$ cat config.mk
export PLATFORM = sky130hd
export DESIGN_NAME = fpsign_unit
export DESIGN_NICKNAME = d
export VERILOG_FILES = /design/src/rtl/fpsign_pkg.sv /design/src/rtl/fpsign_decode.sv /design/src/rtl/fpsign_lane.sv /design/src/rtl/fpsign_unit.sv
export SDC_FILE = /design/constraint.sdc
export NUM_CORES = 1
export LEC_CHECK = 0
export ABC_CLOCK_PERIOD_IN_PS = 2800
export BUFFER_PORTS_ARGS = -buffer_cell sky130_fd_sc_hd__buf_2
export CORE_MARGIN = 5
export CORE_UTILIZATION = 39
export DETAILED_ROUTE_END_ITERATION = 7
export PLACE_DENSITY = 0.75
export SYNTH_ARGS = -nofsm -noshare
export SYNTH_HDL_FRONTEND = slang
export SYNTH_SLANG_ARGS = --single-unit
$ cat constraint.sdc
create_clock -name clk -period 2.8 [get_ports clk]
set_clock_uncertainty 0.2 [all_clocks]
set_input_delay 0.7 -clock clk [delete_from_list [all_inputs] [get_ports clk]]
set_output_delay 0.7 -clock clk [all_outputs]
set_load 0.005 [all_outputs]
$ cat src/rtl/fpsign_pkg.sv
// Package: shared widths, format constants and operation type for the
// sign operation unit. Assumes IEEE 754 binary32/binary64 layouts.
package fpsign_pkg;

    parameter int DATA_W = 64;   // operand / result width
    parameter int SGL_W  = 32;   // binary32 width
    parameter int SGL_EW = 8;    // binary32 exponent width
    parameter int DBL_EW = 11;   // binary64 exponent width
    parameter int PRI_W  = 4;    // primary code width
    parameter int SEC_W  = 2;    // secondary code width

    typedef enum logic [1:0] {
        OP_COPY = 2'd0,
        OP_ABS  = 2'd1,
        OP_NEG  = 2'd2,
        OP_NONE = 2'd3
    } sign_op_e;

endpackage

$ cat src/rtl/fpsign_decode.sv
// Module: fpsign_decode
// Maps the primary/secondary code pair onto a sign operation and flags
// pairs that are not recognised. Purely combinational.
module fpsign_decode
    import fpsign_pkg::*;
(
    input  logic [PRI_W-1:0] pri,
    input  logic [SEC_W-1:0] sec,
    output sign_op_e         op,
    output logic             legal
);

    // Translate the code pair; anything unmatched becomes OP_NONE.
    always_comb begin
        op = OP_NONE;
        if (pri == PRI_W'(0) && sec == SEC_W'(1)) op = OP_COPY;
        if (pri == PRI_W'(0) && sec == SEC_W'(3)) op = OP_ABS;
        if (pri == PRI_W'(1) && sec == SEC_W'(1)) op = OP_NEG;
    end

    // A pair is legal when it decoded to a real operation.
    always_comb legal = (op != OP_NONE);

endmodule

$ cat src/rtl/fpsign_lane.sv
// Module: fpsign_lane
// One format lane: applies copy/abs/neg to a W-bit value and, when the
// default-NaN mode is on, swaps NaN results of abs/neg for the canonical
// quiet NaN. Assumes a sign/exponent/fraction layout with EXP_W exponent bits.
module fpsign_lane
    import fpsign_pkg::*;
#(
    parameter int W     = 32,
    parameter int EXP_W = 8
) (
    input  sign_op_e       op,
    input  logic           dnan,
    input  logic [W-1:0]   opnd,
    output logic [W-1:0]   res
);

    localparam int FRAC_W = W - 1 - EXP_W;
    localparam logic [W-1:0] CANON_NAN =
        {1'b0, {EXP_W{1'b1}}, 1'b1, {(FRAC_W-1){1'b0}}};

    logic [W-1:0] raw;
    logic         raw_nan;

    // Sign-bit manipulation for the selected operation.
    always_comb begin
        case (op)
            OP_ABS:  raw = {1'b0, opnd[W-2:0]};
            OP_NEG:  raw = {~opnd[W-1], opnd[W-2:0]};
            default: raw = opnd;
        endcase
    end

    // NaN: exponent all ones and fraction nonzero.
    always_comb raw_nan = (&raw[W-2:FRAC_W]) && (|raw[FRAC_W-1:0]);

    // Default-NaN replacement, only for abs and neg.
    always_comb begin
        if (dnan && raw_nan && (op == OP_ABS || op == OP_NEG))
            res = CANON_NAN;
        else
            res = raw;
    end

endmodule

$ cat src/rtl/fpsign_unit.sv
// Module: fpsign_unit (top)
// Sign operation unit: decodes the code pair, runs both format lanes in
// parallel, selects by size and registers the result. One cycle latency.
// Assumes a binary32 operand sits in bits 31:0 of req_data.
module fpsign_unit
    import fpsign_pkg::*;
(
    input  logic              clk,
    input  logic              rst_n,
    input  logic              req_vld,
    input  logic [3:0]        req_pri,
    input  logic [1:0]        req_sec,
    input  logic              req_dbl,
    input  logic              req_dnan,
    input  logic [63:0]       req_data,
    output logic              res_vld,
    output logic              res_illegal,
    output logic [63:0]       res_data
);

    localparam int PAD_W = DATA_W - SGL_W;

    sign_op_e            op;
    logic                legal;
    logic [SGL_W-1:0]    sgl_res;
    logic [DATA_W-1:0]   dbl_res;
    logic [DATA_W-1:0]   nxt_data;

    fpsign_decode u_dec (
        .pri   (req_pri),
        .sec   (req_sec),
        .op    (op),
        .legal (legal)
    );

    fpsign_lane #(.W(SGL_W), .EXP_W(SGL_EW)) u_sgl (
        .op   (op),
        .dnan (req_dnan),
        .opnd (req_data[SGL_W-1:0]),
        .res  (sgl_res)
    );

    fpsign_lane #(.W(DATA_W), .EXP_W(DBL_EW)) u_dbl (
        .op   (op),
        .dnan (req_dnan),
        .opnd (req_data),
        .res  (dbl_res)
    );

    // Pick the lane for the requested size; binary32 is zero-extended.
    always_comb nxt_data = req_dbl ? dbl_res : {{PAD_W{1'b0}}, sgl_res};

    // Output register: result and flags, data only on legal requests.
    always_ff @(posedge clk) begin
        if (!rst_n) begin
            res_vld     <= 1'b0;
            res_illegal <= 1'b0;
            res_data    <= '0;
        end else begin
            res_vld     <= req_vld && legal;
            res_illegal <= req_vld && !legal;
            if (req_vld && legal) res_data <= nxt_data;
        end
    end

    a_r2_valid_next: assert property (@(posedge clk) disable iff (!rst_n)
        (req_vld && legal) |=> (res_vld && !res_illegal));

    a_r8_illegal_hold: assert property (@(posedge clk) disable iff (!rst_n)
        (req_vld && !legal) |=> (res_illegal && !res_vld && $stable(res_data)));

    a_r9_idle_hold: assert property (@(posedge clk) disable iff (!rst_n)
        (!req_vld) |=> (!res_vld && !res_illegal && $stable(res_data)));

    a_r3_upper_zero: assert property (@(posedge clk) disable iff (!rst_n)
        (req_vld && legal && !req_dbl) |=> (res_data[63:32] == 32'h0));

    a_r3_copy_exact: assert property (@(posedge clk) disable iff (!rst_n)
        (req_vld && op == OP_COPY && req_dbl) |=> (res_data == $past(req_data)));

endmodule

Word-level counts from Yosys, hierarchy flattened. Index checks and enable logic that the tools add are counted.

Flip-flop bits (word level): 66. Input port bits: 75. Output and inout port bits: 66. Word-level logic and storage cells: 37.

Eq/ne operators: 6. Mux-type cells: 8. Bitwise logic cells: 2. Reductions and logical operators: 18.

Operators by type and width (number): 64-bit two-way mux (2); 64-bit case mux with 2 select lines (1); 32-bit case mux with 2 select lines (1); 52-bit OR reduction (1); 32-bit two-way mux (1); 23-bit OR reduction (1); 1-bit logical AND (11); 11-bit AND reduction (1); 8-bit AND reduction (1); 2-bit two-way mux (3); 2-bit by 1-bit equality test with 1-bit output, second input constant (2); 2-bit equality test, second input constant (2); 4-bit by 1-bit equality test with 1-bit output, second input constant (1); 4-bit zero test (1); 2-bit != test, second input constant (1); 1-bit inverter (2); 1-bit zero test (1); 1-bit logical OR (1).

Longest topological paths before layout.
Depth after elaboration: 13. Gate-level depth with buffers: 11. Depth with buffers taken out: 10.

Modules after synthesis. Synthesis repeated with hierarchy kept, for this count alone.

Cell total of the unflattened synthesis: 379. Area total of the unflattened synthesis: 3681.0 um^2.

By module, submodules not included: fpsign_unit (instances 1, cells each 227, area each 2701.3 um^2, seq. area each 1321.3 um^2); fpsign_lane at u_dbl (instances 1, cells each 96, area each 600.6 um^2, seq. area each 0.0 um^2); fpsign_lane at u_sgl (instances 1, cells each 52, area each 335.3 um^2, seq. area each 0.0 um^2); fpsign_decode (instances 1, cells each 4, area each 43.8 um^2, seq. area each 0.0 um^2).

Worst setup path after synthesis. No wires, ideal clock.

Kind: input to register. From: input req_pri[1]. To: register res_data[8]. Setup time: 0.117 ns. Arrival time: 2.682 ns. Required time: 2.483 ns. Path slack: -0.199 ns. Cell stages on the path: 9. Path buffers: 1. Path through: nor4b_1 > nor2b_1 > ha_1 > or2_1 > nor4_1 > a21oi_1 > clkbuf_1 > and2_1 > a22o_1.

Word-level cells in the longest chain between the ends: 10. Elaborated cells between the ends (all ways): 18. Those cells by class: eq/ne (4); mux (6); reduce/logical (8).

Ends and longest elaborated chain: start, declared (RTL line fpsign_unit.sv:11) `input logic [3:0] req_pri,`; 4-bit zero test (RTL line fpsign_decode.sv:16, fpsign_decode.sv:17); 1-bit logical AND (RTL line fpsign_decode.sv:16) `if (pri == PRI_W'(0) && sec == SEC_W'(1)) op = OP_COPY;`; 2-bit two-way mux (RTL line fpsign_decode.sv:16); 2-bit two-way mux (RTL line fpsign_decode.sv:17) `if (pri == PRI_W'(0) && sec == SEC_W'(3)) op = OP_ABS;`; 2-bit two-way mux (*) (RTL line fpsign_decode.sv:18) `if (pri == PRI_W'(1) && sec == SEC_W'(1)) op = OP_NEG;`; 2-bit by 1-bit equality test with 1-bit output / 2-bit equality test (equally long branches) (RTL line fpsign_lane.sv:38) `if (dnan && raw_nan && (op == OP_ABS || op == OP_NEG))`; 1-bit logical OR (RTL line fpsign_lane.sv:38); 1-bit logical AND (RTL line fpsign_lane.sv:38); 32-bit two-way mux / 64-bit two-way mux (equally long branches) (RTL line fpsign_lane.sv:38); 64-bit two-way mux (RTL line fpsign_unit.sv:51) `always_comb nxt_data = req_dbl ? dbl_res : {{PAD_W{1'b0}}, sgl_res};`; end signal, assigned (RTL line fpsign_unit.sv:62) `if (req_vld && legal) res_data <= nxt_data;`; end, declared (RTL line fpsign_unit.sv:18) `output logic [63:0] res_data`.

Mark *: on every way between the ends. The rest lies on a longest branch, timed or not. A chain may end at the register's enable or synchronous reset.

Worst setup path in the final report.
From: input req_pri[1]. To: register res_data[0].

Same word-level chain as after synthesis.

==> flow_summary_export.csv <==
group,metric,value,unit
cts,clockBufferDepth,2,
global_route,grt-busiest-layer,"met2",
cts,cts.clk_slew.worst_paths,0.07,ns
worst_hold_path,hold_path_class,"flip-flop to flip-flop",
global_route,grt_pass1_wl,11900,um
sta,slew_headroom,64.5,%
sta,rsz0062_at_grt,"no",
sta,fin_ws,0.118,ns
drt,drt_iter0_markers,122,
power_and_ir_drop,p_switching,0.448,mW
sta,tightestPinTransition,0.531,ns
place,io_buffers,140,
worst_hold_path,worstHoldPathCells,2,
synthesis,synth.avg_cell_area,10.5,sq um
place,place_congestion,0.763,
power_and_ir_drop,ir_drop,0.000311,V
sta,period_minus_slack,2.68,ns
synthesis,ys_seq_elements,66,
global_route,grt_pass1_vias,2473,
sta,holdWs,0.250,ns
synthesis,netlist_area,2490,sq um
global_route,grtUsageMet2,29.0,%
drt,finalWirelength,7260,um
cts,ctsHtreeMaxLevel,3,
floorplan,rows,29,
cts,cts-root-buf,"clkbuf_8",
global_route,antenna_found_initial,0,
floorplan,start_util,39.6,%
power_and_ir_drop,swShare,23.5,%
sta,final_max_slew_viol_count,0,
floorplan,ioPinCount,141,
power_and_ir_drop,p_comb_share,7.7,%
place,pre_cts_ws,-0.234,ns
global_route,use_met1,21.7,%
global_route,track_usage,17.7,%
sta,post-route-period-util,95.8,%
drt,viasPerCell,5.29,
power_and_ir_drop,pwr-share-clk,42.2,%
sta,hold_viol_final,0,
worst_setup_path,rr_worst_depth,1,
worst_setup_path,reg2reg_from,"res_data[44]$_SDFFE_PN0P_",
cells_and_area,multi_input_area,1110,sq um
drt,num_vias,2478,
synthesis,synthCells,237,
worst_setup_path,path_class,"input port to flip-flop",
cells_and_area,final_common_cell,"buf_2",
status,status,"finished clean",
drt,antenna_left,0,
worst_setup_path,critPathRequiredTime,2.82,ns
synthesis,ys_types,31,
cells_and_area,fillers,584,
cts,cts_resized,0,
sta,timing.fmax,373,MHz
synthesis,synth.yosys.seq_area_share,53.1,%
worst_setup_path,critPathLaunchType,"input port",
flow_run,cap_viol_max_count,0,
worst_setup_path,cp_max_fo,14,
power_and_ir_drop,power.leakage,1.67,nW
global_route,grt_max_degree,31,
synthesis,yosysWarnings,0,
cts,cts_tree,"done",
cts,cts_buffers,9,
worst_setup_path,startpoint,"req_pri[1]",
cts,postCtsHoldBufs,0,
cells_and_area,area_growth,43.0,%
floorplan,die-width,89.9,um
worst_hold_path,hp-start,"res_data[60]$_SDFFE_PN0P_",
global_route,use_met3,6.51,%
power_and_ir_drop,power.internal,1.46,mW
drt,drcViolationCount,0,
power_and_ir_drop,seqPwrFrac,50.2,%
cells_and_area,insertedDiodeCount,0,
place,hpwl,5610,um
cells_and_area,layout_common_cells,"buf_2, dfxtp_1, a22o_1",
floorplan,die_h,89.9,um
drt,dr.pass1.iters,5,
floorplan,core-area,6280,sq um
cts,postCtsSetupBuffers,0,
synthesis,syn-num-nets,314,
sta,setup_viol_count_final,0,
power_and_ir_drop,power_density,535,nW/um^2
cts,clkSinkCount,66,
floorplan,die-area,8070,sq um
worst_setup_path,cp-end-kind,"flip-flop",
cells_and_area,num-nets-final,463,
global_route,overflow,0,
cts,clock_latency,0.33,ns
worst_setup_path,arrival,2.71,ns
cells_and_area,seqCellArea,1320,sq um
cells_and_area,drive_gt1_share,46.3,%
drt,avgRoutedWirePerCell,15.5,um
[worst max-delay path, stage by stage]
cell	delay, ns
buf_2	0.10
nor4b_2	0.28
nor2b_2	0.20
ha_1	0.27
or2_1	0.28
nor4_2	0.21
a21oi_1	0.16
buf_4	0.22
a32o_1	0.27
[synthesized netlist by cell type]
cell type,number,share of area [%]
a22o_1,32,11
or4_4,1,0.45
a21oi_4,1,0.65
nand4_1,5,1.3
nand2_1,23,3.5
and2_1,2,0.50
nand2b_1,3,0.75
a32o_2,1,0.45
buf_6,2,0.91
a21boi_1,10,3.0
nor2b_1,3,0.75
nor4_2,2,1.0
o21ai_0,3,0.60
nand3_1,13,2.6
a32o_1,17,6.8
inv_1,2,0.30
a21oi_1,5,1.0
nand4_2,1,0.50
o21ai_1,2,0.40
ha_1,2,1.0
or2_1,1,0.25
o22ai_1,1,0.25
nor3_1,2,0.40
a31oi_4,1,0.86
and3_1,2,0.50
clkbuf_1,14,2.1
nand4b_1,2,0.70
nor2_1,6,0.91
dfxtp_1,66,53
nor4b_1,1,0.35
nor4_1,11,2.8
[through the flow]
step	utilization [%]	cell area [sq um]	setup TNS [ns]	total power, mW	std cells
global route	56.6	3560	0	1.98	468
global placement	53.4	3350	-6.33	1.12	452
detailed placement	53.4	3350	-8.34	1.12	452
floorplan	-	2510	0	1.02	237
CTS	56.6	3560	0	1.93	468
finish	56.6	3560	0	1.90	468
[power groups by stage]
stage	sequential [mW]	clock, mW	combinational, mW
2_1_floorplan	0.977	0	0.0460
3_3_place_gp	0.976	0	0.146
3_5_place_dp	0.976	0	0.147
4_1_cts	0.955	0.824	0.147
5_1_grt	0.956	0.868	0.161
6_report	0.955	0.802	0.146
[area by class of cell]
type                       count  share of cell area, %
clock inverter                 6                   1.86
sequential                    66                   37.2
timing repair buffer         154                   23.0
clock buffer                  10                   3.87
inverter                       2                  0.211
tap                           77                   2.71
multi-input combinational    153                   31.2
[routing by layer]
metal,share of wire [%],wire (um)
met1,43,3120
met2,49,3580
met3,7.3,532
met4,0.36,26
met5,0,0
[registers in the layout, summed over array words and instances, names as in the netlist]
register and flops:
res_data 64, res_illegal 1, res_vld 1
[worst paths after layout]
path,endpoint,slack (ns)
worst max-delay path,res_data[0]$_SDFFE_PN0P_,0.12
worst min-delay path,res_data[60]$_SDFFE_PN0P_,0.25
worst max register to register,res_data[44]$_SDFFE_PN0P_,1.95
worst min register to register,res_data[60]$_SDFFE_PN0P_,0.25
[kinds of logic (layout without fill, tap and decap cells)]
logic type	count (synthesis)	count (layout)	synth area share, %
compound gates	73	73	25.4
fa+ha+maj	2	2	1.01
buf+inv	18	172	3.32
flops	66	66	53.1
simple gates	78	78	17.2
No activity file was read; power rests on OpenSTA's default activity.
